**config.mk**
```make
export PLATFORM = sky130hd
export DESIGN_NAME = sector_segmap
export DESIGN_NICKNAME = d
export VERILOG_FILES = /design/src/rtl/sector_segmap.sv
export SDC_FILE = /design/constraint.sdc
export NUM_CORES = 1
export LEC_CHECK = 0
export BUFFER_PORTS_ARGS = -buffer_cell sky130_fd_sc_hd__buf_2
export CORE_AREA = 4 4 286 288
export DETAILED_ROUTE_END_ITERATION = 12
export DIE_AREA = 0 0 290 292
export PLACE_DENSITY = 0.56
export SETUP_SLACK_MARGIN = 0.3
export SKIP_LAST_GASP = 1
export SLEW_MARGIN = 0
export SYNTH_ARGS = -nofsm -noshare
export SYNTH_HDL_FRONTEND = slang
export SYNTH_SLANG_ARGS = --single-unit
```
**constraint.sdc**
```tcl
create_clock -name clk -period 25.5 [get_ports clk]
set_clock_uncertainty 0.1 [all_clocks]
set_input_delay 2.55 -clock clk [delete_from_list [all_inputs] [get_ports clk]]
set_output_delay 2.55 -clock clk [all_outputs]
set_load 0.02 [all_outputs]
```
**src/rtl/sector_segmap.sv**
```systemverilog
module sector_segmap #(
  parameter int UNIT_CELLS = 32,
  parameter int N_UNITS    = 16,
  parameter int SPAN       = 64,
  parameter int NCODES     = 8,
  parameter int TW         = 6,
  parameter int RW         = 10,
  parameter int KW         = 12
) (
  input  logic                               clk,
  input  logic                               rst_n,
  input  logic                               start,
  input  logic [N_UNITS*UNIT_CELLS-1:0]      defect_map,
  input  logic [$clog2(UNIT_CELLS+1)-1:0]    unit_limit,
  input  logic [KW-1:0]                      data_bits,
  input  logic [TW-1:0]                      margin,
  input  logic [NCODES*TW-1:0]               code_t,
  input  logic [NCODES*RW-1:0]               code_r,
  input  logic                               rec_ready,
  output logic                               rec_valid,
  output logic [$clog2(N_UNITS+1)-1:0]       rec_head,
  output logic [$clog2(SPAN+1)-1:0]          rec_len,
  output logic [$clog2(NCODES+1)-1:0]        rec_code,
  output logic [SPAN-1:0]                    rec_incl,
  output logic                               done
);
  localparam int NC  = N_UNITS * UNIT_CELLS;
  localparam int UB  = $clog2(UNIT_CELLS);
  localparam int UW  = $clog2(N_UNITS + 1);
  localparam int PW  = $clog2(NC + 1);
  localparam int CW  = $clog2(UNIT_CELLS + 1);
  localparam int LW  = $clog2(SPAN + 1);
  localparam int IW  = $clog2(NCODES + 1);
  localparam int PKW = $clog2(NCODES);
  localparam int XW0 = (KW > RW) ? KW : RW;
  localparam int XW1 = (XW0 > TW) ? XW0 : TW;
  localparam int GW  = ((XW1 > PW) ? XW1 : PW) + 1;

  typedef enum logic [2:0] {S_IDLE, S_CLASS, S_SEEK, S_SCAN, S_DECIDE, S_EMIT, S_DONE} st_t;

  st_t               st;
  logic [N_UNITS-1:0] usable;
  logic [UW-1:0]     head;
  logic [PW-1:0]     cur;
  logic [GW-1:0]     got, defs;
  logic [TW-1:0]     tcur;
  logic [RW-1:0]     rcur;
  logic [IW-1:0]     code;
  logic [SPAN-1:0]   incl;

  wire [UW-1:0] cur_u  = UW'(cur >> UB);
  wire [UW-1:0] last_u = UW'((cur - PW'(1)) >> UB);
  wire [PW-1:0] off    = PW'(cur_u) - PW'(head);
  wire [PW-1:0] base   = PW'(head) << UB;
  wire [GW-1:0] goal   = GW'(data_bits) + GW'(rcur);
  wire [GW-1:0] need   = defs + GW'(margin);
  wire [TW-1:0] tmax   = code_t[(NCODES-1)*TW +: TW];
  wire [UNIT_CELLS-1:0] uslice = defect_map[base +: UNIT_CELLS];

  logic [CW-1:0] ucount;
  always_comb begin
    ucount = '0;
    for (int i = 0; i < UNIT_CELLS; i++) ucount = ucount + CW'(uslice[i]);
  end

  logic [PKW-1:0] pick;
  always_comb begin
    pick = '0;
    for (int i = NCODES - 1; i >= 0; i--)
      if (GW'(code_t[i*TW +: TW]) >= need) pick = PKW'(i);
  end

  always_ff @(posedge clk or negedge rst_n) begin
    if (!rst_n) begin
      st <= S_IDLE; usable <= '0; head <= '0; cur <= '0;
      got <= '0; defs <= '0; tcur <= '0; rcur <= '0;
      code <= '0; incl <= '0; done <= 1'b0;
    end else begin
      case (st)
        S_IDLE, S_DONE:
          if (start) begin st <= S_CLASS; head <= '0; done <= 1'b0; end
        S_CLASS: begin
          usable[head] <= (ucount <= unit_limit);
          if (head == UW'(N_UNITS - 1)) begin head <= '0; st <= S_SEEK; end
          else head <= head + UW'(1);
        end
        S_SEEK:
          if (head == UW'(N_UNITS)) begin st <= S_DONE; done <= 1'b1; end
          else if (usable[head]) begin
            st <= S_SCAN; cur <= base; got <= '0; defs <= '0;
            tcur <= '0; rcur <= '0; code <= '0; incl <= '0;
          end else head <= head + UW'(1);
        S_SCAN:
          if (got >= goal) st <= S_DECIDE;
          else if (cur == PW'(NC)) begin st <= S_DONE; done <= 1'b1; end
          else if (off >= PW'(SPAN)) begin head <= head + UW'(1); st <= S_SEEK; end
          else if (!usable[cur_u]) cur <= cur + PW'(UNIT_CELLS);
          else begin
            got  <= got + GW'(1);
            defs <= defs + GW'(defect_map[cur]);
            incl <= incl | (SPAN'(1) << off);
            cur  <= cur + PW'(1);
          end
        S_DECIDE:
          if (need <= GW'(tcur)) st <= S_EMIT;
          else if (need <= GW'(tmax)) begin
            tcur <= code_t[pick*TW +: TW];
            rcur <= code_r[pick*RW +: RW];
            code <= IW'(pick) + IW'(1);
            st   <= S_SCAN;
          end else begin head <= head + UW'(1); st <= S_SEEK; end
        S_EMIT:
          if (rec_ready) begin head <= last_u + UW'(1); st <= S_SEEK; end
        default: st <= S_IDLE;
      endcase
    end
  end

  assign rec_valid = (st == S_EMIT);
  assign rec_head  = head;
  assign rec_len   = LW'(last_u - head + UW'(1));
  assign rec_code  = code;
  assign rec_incl  = incl;

  p_hold_r11: assert property (@(posedge clk) disable iff (!rst_n)
    rec_valid && !rec_ready |=> rec_valid && $stable(rec_head) && $stable(rec_len)
                                && $stable(rec_code) && $stable(rec_incl));
  p_head_used_r3: assert property (@(posedge clk) disable iff (!rst_n)
    rec_valid |-> rec_incl[0] && usable[rec_head]);
  p_span_r9: assert property (@(posedge clk) disable iff (!rst_n)
    rec_valid |-> rec_len != '0 && rec_len <= LW'(SPAN));
  p_tail_unit_r4: assert property (@(posedge clk) disable iff (!rst_n)
    rec_valid |-> rec_incl[rec_len - LW'(1)] && ((rec_incl >> rec_len) == '0));
  p_code_range_r6: assert property (@(posedge clk) disable iff (!rst_n)
    rec_valid |-> rec_code <= IW'(NCODES));
  p_quiet_r10: assert property (@(posedge clk) disable iff (!rst_n)
    done |-> !rec_valid);
endmodule

```
==> run_results.csv <==
group,metric,value,unit
clock_network,path_clk_slew,70,ps
setup_path,worstPathRequired,25800,ps
synth,synth_edf_count,0,
synth,synth.distinct_cells,75,
setup_path,worstSetupPathType,"input pin to flip-flop",
routing,avgViaCountPerCell,5.48,
setup_path,critical_path.max_fanout,16,
placed_design,globalplace.congestion,0.936,
setup_path,cp_slowest_cell,"o22ai_1",
layout,fin_nets,3192,
setup_path,cp-start-kind,"input pin",
min_path,hold-path-cell-count,1,
synth,syn_area,19500,um^2
grt,grt_usage,23.3,%
clock_network,cts_resized,0,
synth,synthArstFlopShare,100,%
synth,syn_area_per_cell,11.4,um^2
setup_path,worstRegToRegCells,27,
placed_design,placedCellCount,3404,
sta,hold_violations,0,
floorplanning,start_util,24.8,%
sta,fmax,0.102,GHz
placed_design,portBuffers,749,
synth,synth.most_common_cell,"mux4_2",
floorplanning,core_area,78900,um^2
setup_path,slowest_delay,850,ps
grt,antenna_found_initial,59,
clock_network,cts_tree,"yes",
grt,grtUsageMet1,29.0,%
floorplanning,chipWidth,290,um
clock_network,clock_latency,470,ps
layout,drive_above_1_share,49.7,%
routing,drcViolationCount,0,
routing,wirelength,103000,um
clock_network,post-cts-setup-buffers,0,
floorplanning,die_h,292,um
routing,drtIter0Drc,1640,
grt,grt_pass1_vias,19300,
sta,period_share,38.3,%
layout,synthToLayoutAreaGrowth,28.0,%
floorplanning,ios,750,
grt,grt_max_degree,109,
setup_path,cp_data_arrival_time,10080,ps
grt,use_met3,5.47,%
grt,grtUsageMet2,38.4,%
synth,synth_top_area_share,38.0,%
routing,vias,19000,
placed_design,dpl.hpwl,87700,um
routing,wl_per_cell,29.6,um
synth,synthTopCellsByCount,"330 x mux4_2, 145 x dfrtp_1, 123 x ha_1, 114 x nor2_1, 101 x a21oi_1",
min_path,hp-class,"flip-flop to flip-flop",
sta,rsz0062_at_grt,"no",
sta,fin_tns_setup,0,ps
clock_network,cts_hold_buf,0,
synth,yosysTopAreaCell,"mux4_2",
clock_network,cts-root-buf,"clkbuf_16",
grt,grt_pass1_wl,144000,um
layout,finalNonFillerCells,3473,
setup_path,crit_top_cell,"fa_1",
synth,yosys_warnings,0,
clock_network,clkSinkCount,145,
clock_network,cts_buffers,17,
sta,setup_viol,0,
clock_network,htree_levels,4,
synth,synthFlopType,"dfrtp_1",
floorplanning,num_rows,103,
sta,hold_ws,379,ps
synth,synth_nets,2530,
synth,ys_seq_area_share,18.6,%
synth,netlist_instances,1711,
grt,overflow,0,
synth,synth.area.top_cells,"mux4_2 38%, dfrtp_1 19%, ha_1 7.9%, mux2i_1 3.7%, fa_1 2.9%",
routing,ant_nets,0,
clock_network,cts_buffer_depth,2,
synth,synth-seq-cells,145,
run_status,status,"finished clean",
sta,worst_pin_slew,1140,ps
floorplanning,design.die.area,84700,um^2
sta,finalMaxSlewViolations,0,
flow_run,drv_cap,0,
grt,grt.busiest_layer,"met2",
sta,slew_headroom,24.0,%
setup_path,crit_path_end_kind,"flip-flop",
routing,drtPass1Iterations,6,
sta,period_minus_slack,9780,ps
==> state kept, by name, indices dropped and copies added (netlist names) <==
name,cells
defs,13
st,3
cur,10
rec_incl,64
tcur,6
done,1
usable,16
rec_head,5
rcur,10
got,13
rec_code,4
==> critical path, delay by kind of cell <==
kind                     cells  cell delay [ps]
AO/OA/AOI/OAI                4             1310
adder cells (fa/ha/maj)      9             3970
buffers and inverters        7              460
multiplexers                 3             1320
AND/OR/NAND/NOR              4              460
==> metal layers <==
metal  vias up  routed length (um)
met5         -                  58
met4        12                5060
met3       212                8670
met2      1148               49500
met1      9524               39500
li1       8141                   -
==> metrics by stage <==
step	util [%]	setup WS, ps	instance area, um^2
5_1_grt	31.7	15340	25000
3_3_place_gp	30.8	15270	24300
6_report	31.7	15720	25000
3_5_place_dp	30.8	15270	24300
4_1_cts	31.6	15780	24900
2_1_floorplan	-	16200	19500
==> final cells by class <==
type	instances	area [um^2]
Tap cell	1050	1310
Inverter	95	357
Clock buffer	17	425
Multi-Input combinational cell	1343	15100
Antenna cell	37	92.6
Clock inverter	15	194
Timing Repair Buffer	771	3930
Fill cell	8206	53800
Sequential cell	145	3650
==> layout by cell type (no fill, tap or decap), drive strengths merged, types with 13 or more instances in the layout <==
cell,instances
mux4,330
xor2,15
diode,37
buf,771
nor3,29
o21ai,49
nand2b,20
and2,56
fa,28
o21a,21
nor2,114
ha,123
nand3,30
dfrtp,145
and3,13
mux2,17
nor2b,26
a21o,23
inv,102
mux2i,73
nand2,79
clkbuf,17
a21oi,101
o211ai,20
xnor2,30
o22a,16
==> cells by family after synthesis <==
kind of cell	count (synthesis)	share of synthesized area, %
AND/OR/NAND/NOR	423	11.0
multiplexers	420	42.7
AO/OA/AOI/OAI	304	10.5
buffers and inverters	223	4.45
adder cells (fa/ha/maj)	151	10.7
flip-flops	145	18.6
XOR/XNOR	45	2.02
==> worst paths after layout <==
path / from / to / slack, ps
setup / recovery: defect_map[75] / usable[13] / 15720
hold / removal: rec_incl[36] / rec_incl[36] / 380
setup reg to reg: rec_head[1] / usable[13] / 15870
hold reg to reg: rec_incl[36] / rec_incl[36] / 380
max in group asynchronous: rst_n / rec_incl[35] / 21840
min in group asynchronous: rst_n / rec_incl[62] / 2070
Power is left out: the tool's default activity adds up to more than one toggle a clock period on the data nets, which glitch-free logic cannot reach.
